## src/rtl/i2c_ptr_pkg.sv

```systemverilog
package i2c_ptr_pkg;

  localparam int unsigned BYTE_W = 8;

  typedef enum logic [2:0] {
    S_IDLE,
    S_RX,
    S_ACK_TX,
    S_TX,
    S_ACK_RX
  } tgt_state_e;

  typedef enum logic [1:0] {
    PH_ADDR,
    PH_PTR,
    PH_DATA
  } rx_phase_e;

endpackage

```

## src/rtl/i2c_line_sync.sv

```systemverilog
module i2c_line_sync #(
  parameter int unsigned STAGES = 2
) (
  input  logic clk,
  input  logic rst_n,
  input  logic scl_i,
  input  logic sda_i,
  output logic scl_s,
  output logic sda_s,
  output logic start_det,
  output logic stop_det,
  output logic scl_rise,
  output logic scl_fall
);

  logic [STAGES-1:0] scl_ff_q, scl_ff_d;
  logic [STAGES-1:0] sda_ff_q, sda_ff_d;
  logic              scl_d_q, sda_d_q;

  generate
    if (STAGES == 1) begin : g_single
      always_comb begin
        scl_ff_d = scl_i;
        sda_ff_d = sda_i;
      end
    end else begin : g_chain
      always_comb begin
        scl_ff_d = {scl_ff_q[STAGES-2:0], scl_i};
        sda_ff_d = {sda_ff_q[STAGES-2:0], sda_i};
      end
    end
  endgenerate

  // idle bus reads high, so the chain resets to ones
  always_ff @(posedge clk or negedge rst_n) begin
    if (!rst_n) begin
      scl_ff_q <= '1;
      sda_ff_q <= '1;
      scl_d_q  <= 1'b1;
      sda_d_q  <= 1'b1;
    end else begin
      scl_ff_q <= scl_ff_d;
      sda_ff_q <= sda_ff_d;
      scl_d_q  <= scl_ff_q[STAGES-1];
      sda_d_q  <= sda_ff_q[STAGES-1];
    end
  end

  assign scl_s     = scl_ff_q[STAGES-1];
  assign sda_s     = sda_ff_q[STAGES-1];
  assign scl_rise  = scl_s & ~scl_d_q;
  assign scl_fall  = ~scl_s & scl_d_q;
  assign start_det = scl_s & scl_d_q & sda_d_q & ~sda_s;
  assign stop_det  = scl_s & scl_d_q & ~sda_d_q & sda_s;

endmodule

```

## src/rtl/i2c_reg_ptr.sv

```systemverilog
module i2c_reg_ptr #(
  parameter int unsigned PTR_W = 4
) (
  input  logic             clk,
  input  logic             rst_n,
  input  logic             ld,
  input  logic [PTR_W-1:0] ld_val,
  input  logic             inc,
  output logic [PTR_W-1:0] ptr
);

  logic [PTR_W-1:0] ptr_q, ptr_d;

  always_comb begin
    ptr_d = ptr_q;
    if (ld) begin
      ptr_d = ld_val;
    end else if (inc) begin
      ptr_d = ptr_q + 1'b1;   // natural wrap at 2**PTR_W
    end
  end

  always_ff @(posedge clk or negedge rst_n) begin
    if (!rst_n) begin
      ptr_q <= '0;
    end else if (ld || inc) begin
      ptr_q <= ptr_d;
    end
  end

  assign ptr = ptr_q;

endmodule

```

## src/rtl/i2c_ptr_fsm.sv

```systemverilog
module i2c_ptr_fsm
  import i2c_ptr_pkg::*;
#(
  parameter logic [6:0]  DEV_ADDR = 7'h68,
  parameter int unsigned PTR_W    = 4
) (
  input  logic              clk,
  input  logic              rst_n,
  input  logic              sda_s,
  input  logic              start_det,
  input  logic              stop_det,
  input  logic              scl_rise,
  input  logic              scl_fall,
  input  logic [PTR_W-1:0]  ptr,
  output logic              ptr_ld,
  output logic [PTR_W-1:0]  ptr_ld_val,
  output logic              ptr_inc,
  output logic              sda_oe,
  output logic              reg_we,
  output logic [PTR_W-1:0]  reg_waddr,
  output logic [BYTE_W-1:0] reg_wdata,
  input  logic [BYTE_W-1:0] reg_rdata
);

  localparam int unsigned CNT_W = $clog2(BYTE_W + 1);
  localparam logic [CNT_W-1:0] BITS_FULL = CNT_W'(BYTE_W);

  tgt_state_e        state_q, state_d;
  rx_phase_e         phase_q, phase_d;
  logic [CNT_W-1:0]  cnt_q, cnt_d;
  logic [BYTE_W-1:0] sh_q, sh_d;
  logic              rw_q, rw_d;
  logic              mack_q, mack_d;
  logic              oe_q, oe_d;
  logic              we_q, we_d;
  logic [PTR_W-1:0]  waddr_q, waddr_d;
  logic [BYTE_W-1:0] wdata_q, wdata_d;

  always_comb begin
    state_d    = state_q;
    phase_d    = phase_q;
    cnt_d      = cnt_q;
    sh_d       = sh_q;
    rw_d       = rw_q;
    mack_d     = mack_q;
    oe_d       = oe_q;
    we_d       = 1'b0;
    waddr_d    = waddr_q;
    wdata_d    = wdata_q;
    ptr_ld     = 1'b0;
    ptr_inc    = 1'b0;
    ptr_ld_val = sh_q[PTR_W-1:0];

    if (stop_det) begin
      state_d = S_IDLE;
      oe_d    = 1'b0;
    end else if (start_det) begin
      state_d = S_RX;
      phase_d = PH_ADDR;
      cnt_d   = '0;
      oe_d    = 1'b0;
    end else begin
      unique case (state_q)
        S_IDLE: ;
        S_RX: begin
          if (scl_rise && (cnt_q < BITS_FULL)) begin
            sh_d  = {sh_q[BYTE_W-2:0], sda_s};
            cnt_d = cnt_q + 1'b1;
          end else if (scl_fall && (cnt_q == BITS_FULL)) begin
            unique case (phase_q)
              PH_ADDR: begin
                if (sh_q[BYTE_W-1:1] == DEV_ADDR) begin
                  rw_d    = sh_q[0];
                  oe_d    = 1'b1;
                  state_d = S_ACK_TX;
                end else begin
                  state_d = S_IDLE;
                end
              end
              PH_PTR: begin
                ptr_ld  = 1'b1;
                oe_d    = 1'b1;
                state_d = S_ACK_TX;
              end
              default: begin
                we_d    = 1'b1;
                waddr_d = ptr;
                wdata_d = sh_q;
                ptr_inc = 1'b1;
                oe_d    = 1'b1;
                state_d = S_ACK_TX;
              end
            endcase
          end
        end
        S_ACK_TX: begin
          if (scl_fall) begin
            cnt_d = '0;
            if ((phase_q == PH_ADDR) && rw_q) begin
              sh_d    = reg_rdata;
              oe_d    = ~reg_rdata[BYTE_W-1];
              ptr_inc = 1'b1;
              state_d = S_TX;
            end else begin
              oe_d    = 1'b0;
              state_d = S_RX;
              phase_d = (phase_q == PH_ADDR) ? PH_PTR : PH_DATA;
            end
          end
        end
        S_TX: begin
          if (scl_rise && (cnt_q < BITS_FULL)) begin
            cnt_d = cnt_q + 1'b1;
          end else if (scl_fall) begin
            if (cnt_q == BITS_FULL) begin
              oe_d    = 1'b0;
              mack_d  = 1'b0;
              cnt_d   = '0;
              state_d = S_ACK_RX;
            end else if (cnt_q != '0) begin
              sh_d = {sh_q[BYTE_W-2:0], 1'b0};
              oe_d = ~sh_q[BYTE_W-2];
            end
          end
        end
        S_ACK_RX: begin
          if (scl_rise) begin
            mack_d = ~sda_s;
          end else if (scl_fall) begin
            if (mack_q) begin
              sh_d    = reg_rdata;
              oe_d    = ~reg_rdata[BYTE_W-1];
              ptr_inc = 1'b1;
              cnt_d   = '0;
              state_d = S_TX;
            end else begin
              state_d = S_IDLE;
            end
          end
        end
        default: state_d = S_IDLE;
      endcase
    end
  end

  always_ff @(posedge clk or negedge rst_n) begin
    if (!rst_n) begin
      state_q <= S_IDLE;
      phase_q <= PH_ADDR;
      cnt_q   <= '0;
      sh_q    <= '0;
      rw_q    <= 1'b0;
      mack_q  <= 1'b0;
      oe_q    <= 1'b0;
      we_q    <= 1'b0;
      waddr_q <= '0;
      wdata_q <= '0;
    end else begin
      state_q <= state_d;
      phase_q <= phase_d;
      cnt_q   <= cnt_d;
      sh_q    <= sh_d;
      rw_q    <= rw_d;
      mack_q  <= mack_d;
      oe_q    <= oe_d;
      we_q    <= we_d;
      waddr_q <= waddr_d;
      wdata_q <= wdata_d;
    end
  end

  assign sda_oe    = oe_q;
  assign reg_we    = we_q;
  assign reg_waddr = waddr_q;
  assign reg_wdata = wdata_q;

  AST_IDLE_RELEASED: assert property (@(posedge clk) disable iff (!rst_n)
    (state_q == S_IDLE) |-> !sda_oe);
  AST_ACK_PULLS_LOW: assert property (@(posedge clk) disable iff (!rst_n)
    (state_q == S_ACK_TX) |-> sda_oe);
  AST_WE_FROM_DATA: assert property (@(posedge clk) disable iff (!rst_n)
    reg_we |-> $past((state_q == S_RX) && (phase_q == PH_DATA)));
  AST_PTR_STEP: assert property (@(posedge clk) disable iff (!rst_n)
    reg_we |-> (ptr == PTR_W'(reg_waddr + 1'b1)));
  AST_BIT_COUNT: assert property (@(posedge clk) disable iff (!rst_n)
    cnt_q <= BITS_FULL);

endmodule

```

## src/rtl/i2c_ptr_target.sv

```systemverilog
module i2c_ptr_target
  import i2c_ptr_pkg::*;
#(
  parameter logic [6:0]  DEV_ADDR    = 7'h68,
  parameter int unsigned PTR_W       = 4,
  parameter int unsigned SYNC_STAGES = 2
) (
  input  logic              clk,
  input  logic              rst_n,
  input  logic              scl_i,
  input  logic              sda_i,
  output logic              sda_oe,
  output logic              reg_we,
  output logic [PTR_W-1:0]  reg_waddr,
  output logic [BYTE_W-1:0] reg_wdata,
  output logic [PTR_W-1:0]  reg_raddr,
  input  logic [BYTE_W-1:0] reg_rdata
);

  logic [1:0]       rst_ff_q;
  logic             rst_int_n;
  logic             scl_s, sda_s, start_det, stop_det, scl_rise, scl_fall;
  logic             ptr_ld, ptr_inc;
  logic [PTR_W-1:0] ptr_ld_val, ptr;

  // asynchronous assertion, synchronous release
  always_ff @(posedge clk or negedge rst_n) begin
    if (!rst_n) begin
      rst_ff_q <= 2'b00;
    end else begin
      rst_ff_q <= {rst_ff_q[0], 1'b1};
    end
  end
  assign rst_int_n = rst_ff_q[1];

  i2c_line_sync #(.STAGES(SYNC_STAGES)) u_sync (
    .clk       (clk),
    .rst_n     (rst_int_n),
    .scl_i     (scl_i),
    .sda_i     (sda_i),
    .scl_s     (scl_s),
    .sda_s     (sda_s),
    .start_det (start_det),
    .stop_det  (stop_det),
    .scl_rise  (scl_rise),
    .scl_fall  (scl_fall)
  );

  i2c_reg_ptr #(.PTR_W(PTR_W)) u_ptr (
    .clk    (clk),
    .rst_n  (rst_int_n),
    .ld     (ptr_ld),
    .ld_val (ptr_ld_val),
    .inc    (ptr_inc),
    .ptr    (ptr)
  );

  i2c_ptr_fsm #(.DEV_ADDR(DEV_ADDR), .PTR_W(PTR_W)) u_fsm (
    .clk        (clk),
    .rst_n      (rst_int_n),
    .sda_s      (sda_s),
    .start_det  (start_det),
    .stop_det   (stop_det),
    .scl_rise   (scl_rise),
    .scl_fall   (scl_fall),
    .ptr        (ptr),
    .ptr_ld     (ptr_ld),
    .ptr_ld_val (ptr_ld_val),
    .ptr_inc    (ptr_inc),
    .sda_oe     (sda_oe),
    .reg_we     (reg_we),
    .reg_waddr  (reg_waddr),
    .reg_wdata  (reg_wdata),
    .reg_rdata  (reg_rdata)
  );

  assign reg_raddr = ptr;

  AST_OE_RISE_SCL_LOW: assert property (@(posedge clk) disable iff (!rst_int_n)
    $rose(sda_oe) |-> !scl_s);
  AST_NO_WE_IN_RESET: assert property (@(posedge clk)
    !rst_int_n |-> !reg_we);

endmodule

```

## config.mk

```make
export PLATFORM = sky130hd
export DESIGN_NAME = i2c_ptr_target
export DESIGN_NICKNAME = d
export VERILOG_FILES = /design/src/rtl/i2c_ptr_pkg.sv /design/src/rtl/i2c_line_sync.sv /design/src/rtl/i2c_reg_ptr.sv /design/src/rtl/i2c_ptr_fsm.sv /design/src/rtl/i2c_ptr_target.sv
export SDC_FILE = /design/constraint.sdc
export NUM_CORES = 1
export LEC_CHECK = 0
export ABC_AREA = 1
export CORE_AREA = 2 2 65 67
export DETAILED_ROUTE_END_ITERATION = 10
export DIE_AREA = 0 0 67 69
export DONT_BUFFER_PORTS = 1
export PLACE_DENSITY = 0.76
export REMOVE_ABC_BUFFERS = 1
export SLEW_MARGIN = 0
export SYNTH_ARGS = -nofsm -noshare
export SYNTH_HDL_FRONTEND = slang
export SYNTH_SLANG_ARGS = --single-unit
export TNS_END_PERCENT = 5
```

## constraint.sdc

```tcl
create_clock -name clk -period 1.8 [get_ports clk]
set_input_delay 0.18 -clock clk [delete_from_list [all_inputs] [get_ports clk]]
set_output_delay 0.18 -clock clk [all_outputs]
set_load 0.1 [all_outputs]
```

==> metrics.cfg <==
[layout]
utilization_pct = 72.8
finalNetCount = 358
drive_above_1_share_pct = 21.5
nFillCells = 313
seqCellArea_um2 = 1130
multi_input_area_um2 = 1130
stdcell_area_um2 = 2850
syn_to_final_growth_pct = 20.4
antennaDiodeCount = 0

[logic_synthesis]
ys_types = 29
synth_area_leaders = dfrtp_1 41%, nand2_1 16%, dfstp_2 6.7%
yosys.cell_count.top_type = nand2_1
synth_top_area_share_pct = 41.2
ys_ff_latch = 45
ys_top_cells_by_count = 102 x nand2_1, 39 x dfrtp_1, 30 x inv_1
yosysTopAreaCell = dfrtp_1
yosys_most_used_dff = dfrtp_1
ys_seq_area_share_pct = 47.9
syn_area_um2 = 2370
syn-instance-count = 306
avgSynthCellArea_um2 = 7.73
async_flop_share_pct = 100
synth_edf_count = 0
yosysWarnings = 0

[setup_path]
crit_slowest_cell = dfrtp_1
r2r_start = u_fsm.cnt_q[0]
rrSetupSlack_ns = 0.08
ff2ff_path_depth = 9
cpPeakStageDelay_ns = 0.41
cpLargestDelayFamily = simple AND/OR/NAND/NOR gates
critPathMostFrequentCell = nand3_2
critPathCaptureType = flip-flop
path_class = flip-flop to flip-flop
path_cells = inv_1 > ha_1 > nand3_2 > nor2_4 > buf_12 > nand3_2 > buf_4 > nand2_1 > o21ai_0
path_buf_inv = 3
critical_path_required_ns = 1.98
timing.rr.end = u_fsm.reg_waddr[1]
worstPathArrival_ns = 1.90
critical_path.max_fanout = 10
startpoint_type = flip-flop

[timing]
setup_viol = 0
skew_ns = 0.00206
timing.fmax_mhz = 581
slew_violations = 0
grt_setup_unrepaired = true
hold_viol_final = 0
setup_ws_ns = 0.0776
period_needed_ns = 1.72
finalCritPeriodShare_pct = 95.7
whs_ns = 0.100

[clock_network]
cts_tree = yes
numCtsBuffers = 5
clock-sinks = 45
clockBufferDepth = 2
cts_root_buf = clkbuf_8
h-tree-depth = 2
insertion_delay_ns = 0.30
clk_pin_slew_worst_paths_ns = 0.09

[placed_design]
pre_cts_slack_ns = -0.00185
hpwl_um = 3790
place.gp.congestion = 0.940
place_area_um2 = 2630
place.port_buffers = 0

[power_and_ir_drop]
power_density_nw_per_um2 = 1460
ir_drop_mv = 0.716
p_total_uw = 4150
leakage_uw = 0.00144

[route]
detail-route-antenna-nets = 0
drt-pass1-iter-count = 4
drtIter0Drc = 177
avgRoutedWirePerCell_um = 13.7
routed_via_density = 5.48
via_count = 2160
routed_wl_um = 5390
drc = 0

[floorplan]
core_um2 = 3910
fp.dieH_um = 69
rows = 23
start_util_pct = 60.5
die-area_um2 = 4620
fp.dieW_um = 67
boundaryPins = 30

[grt]
antenna_found_initial = 0
overflow = 0
grt_max_degree = 24
grt_usage_pct = 24.4
grt_pass1_wl_um = 8820
grt_pass1_vias = 1954

[min_path]
hold_path.class = input port to async pin

[flow_run]
cap_violations = 0

[status]
status = completed

sequential cells by signal, indices dropped and copies added (netlist names), 2 cells and up:
name             flops
u_fsm.reg_waddr      4
u_fsm.reg_wdata      8
u_fsm.phase_q        2
u_fsm.sh_q           8
u_fsm.state_q        3
u_sync.sda_ff_q      2
u_fsm.cnt_q          4
u_ptr.ptr            4
u_sync.scl_ff_q      2
rst_ff_q             2
report_power, final:
| group | switching (µW) | internal (µW) |
|---|---|---|
| Combinational | 1410 | 650 |
| Sequential | 200 | 1210 |
| Clock | 359 | 319 |
| Total | 1970 | 2180 |
worst max-delay path by stage:
| stage | start | endpoint | slack (ns) | depth (start not counted) |
|---|---|---|---|---|
| floorplan | u_sync.scl_d_q | u_fsm.cnt_q[0] | -0.02 | 9 |
| global placement | u_fsm.cnt_q[0] | u_ptr.ptr[2] | 0.09 | 9 |
| detailed placement | u_fsm.cnt_q[0] | u_ptr.ptr[1] | -0.002 | 9 |
| CTS | u_fsm.cnt_q[0] | u_ptr.ptr[1] | 0.04 | 8 |
| global route | u_fsm.cnt_q[0] | u_ptr.ptr[3] | -0.05 | 9 |
| finish | u_fsm.cnt_q[0] | u_fsm.reg_waddr[1] | 0.08 | 9 |
worst register-to-register path, stage by stage, from the launching register on:
cell and delay [ns]:
dfrtp_1 0.41, inv_1 0.11, ha_1 0.19, nand3_2 0.13, nor2_4 0.15, buf_12 0.14
nand3_2 0.12, buf_4 0.19, nand2_1 0.06, o21ai_0 0.09
placed cells by master (no fill, tap or decap), types with 2 or more instances in the layout:
cell / instances
nand3b_1: 2
nor2_2: 5
o22ai_1: 2
dfstp_2: 6
o21ai_0: 24
inv_1: 29
nand2_1: 102
dfrtp_1: 38
nand3_2: 6
nor2_4: 5
o21ai_1: 12
dlygate4sd3_1: 3
inv_2: 7
buf_12: 2
nor2_1: 15
clkbuf_8: 6
a21oi_1: 4
nand4_1: 3
nand3_1: 24
nand2_2: 2
xor2_1: 3
ha_1: 3
buf_4: 27
nand4_4: 2
metal layers:
layer  vias up  GRT usage, %  routed length, µm
li1       1061             -                  -
met1      1010          35.5               2420
met2        77          36.6               2530
met3        12          4.73                357
met4         0          7.48                 93
met5         -             0                  0
layout make-up:
class / count / area share [%]
Sequential cell: 45 / 39.8
Multi-Input combinational cell: 222 / 39.7
Timing Repair Buffer: 33 / 9.97
Inverter: 36 / 4.74
Clock buffer: 6 / 2.90
Tap cell: 50 / 2.20
Clock inverter: 2 / 0.615
metrics by stage:
stage,setup TNS (ns),std cells
after floorplan,-0.0572,302
after global placement,0,380
after detailed placement,-0.00185,380
after CTS,0,391
after global routing,-0.0541,394
final,0,394
cells by family after synthesis:
| family | Yosys count | synth area share, % |
|---|---|---|
| XOR/XNOR | 4 | 1.48 |
| buffers and inverters | 40 | 6.72 |
| other | 1 | 0.158 |
| flip-flops | 45 | 47.9 |
| AND/OR/NAND/NOR | 168 | 32.3 |
| adder cells (fa/ha/maj) | 3 | 1.59 |
| AO/OA/AOI/OAI | 45 | 9.84 |
repair_timing:
item,CTS,global route
endpoints found under the setup margin,4,22
hold endpoints to repair,4,0
hold buffers,3,0
resized for setup,1,10
setup buffers,0,2
cloned,0,1
pin swaps,0,4
Note: power is estimated with default switching activity, not from simulation.
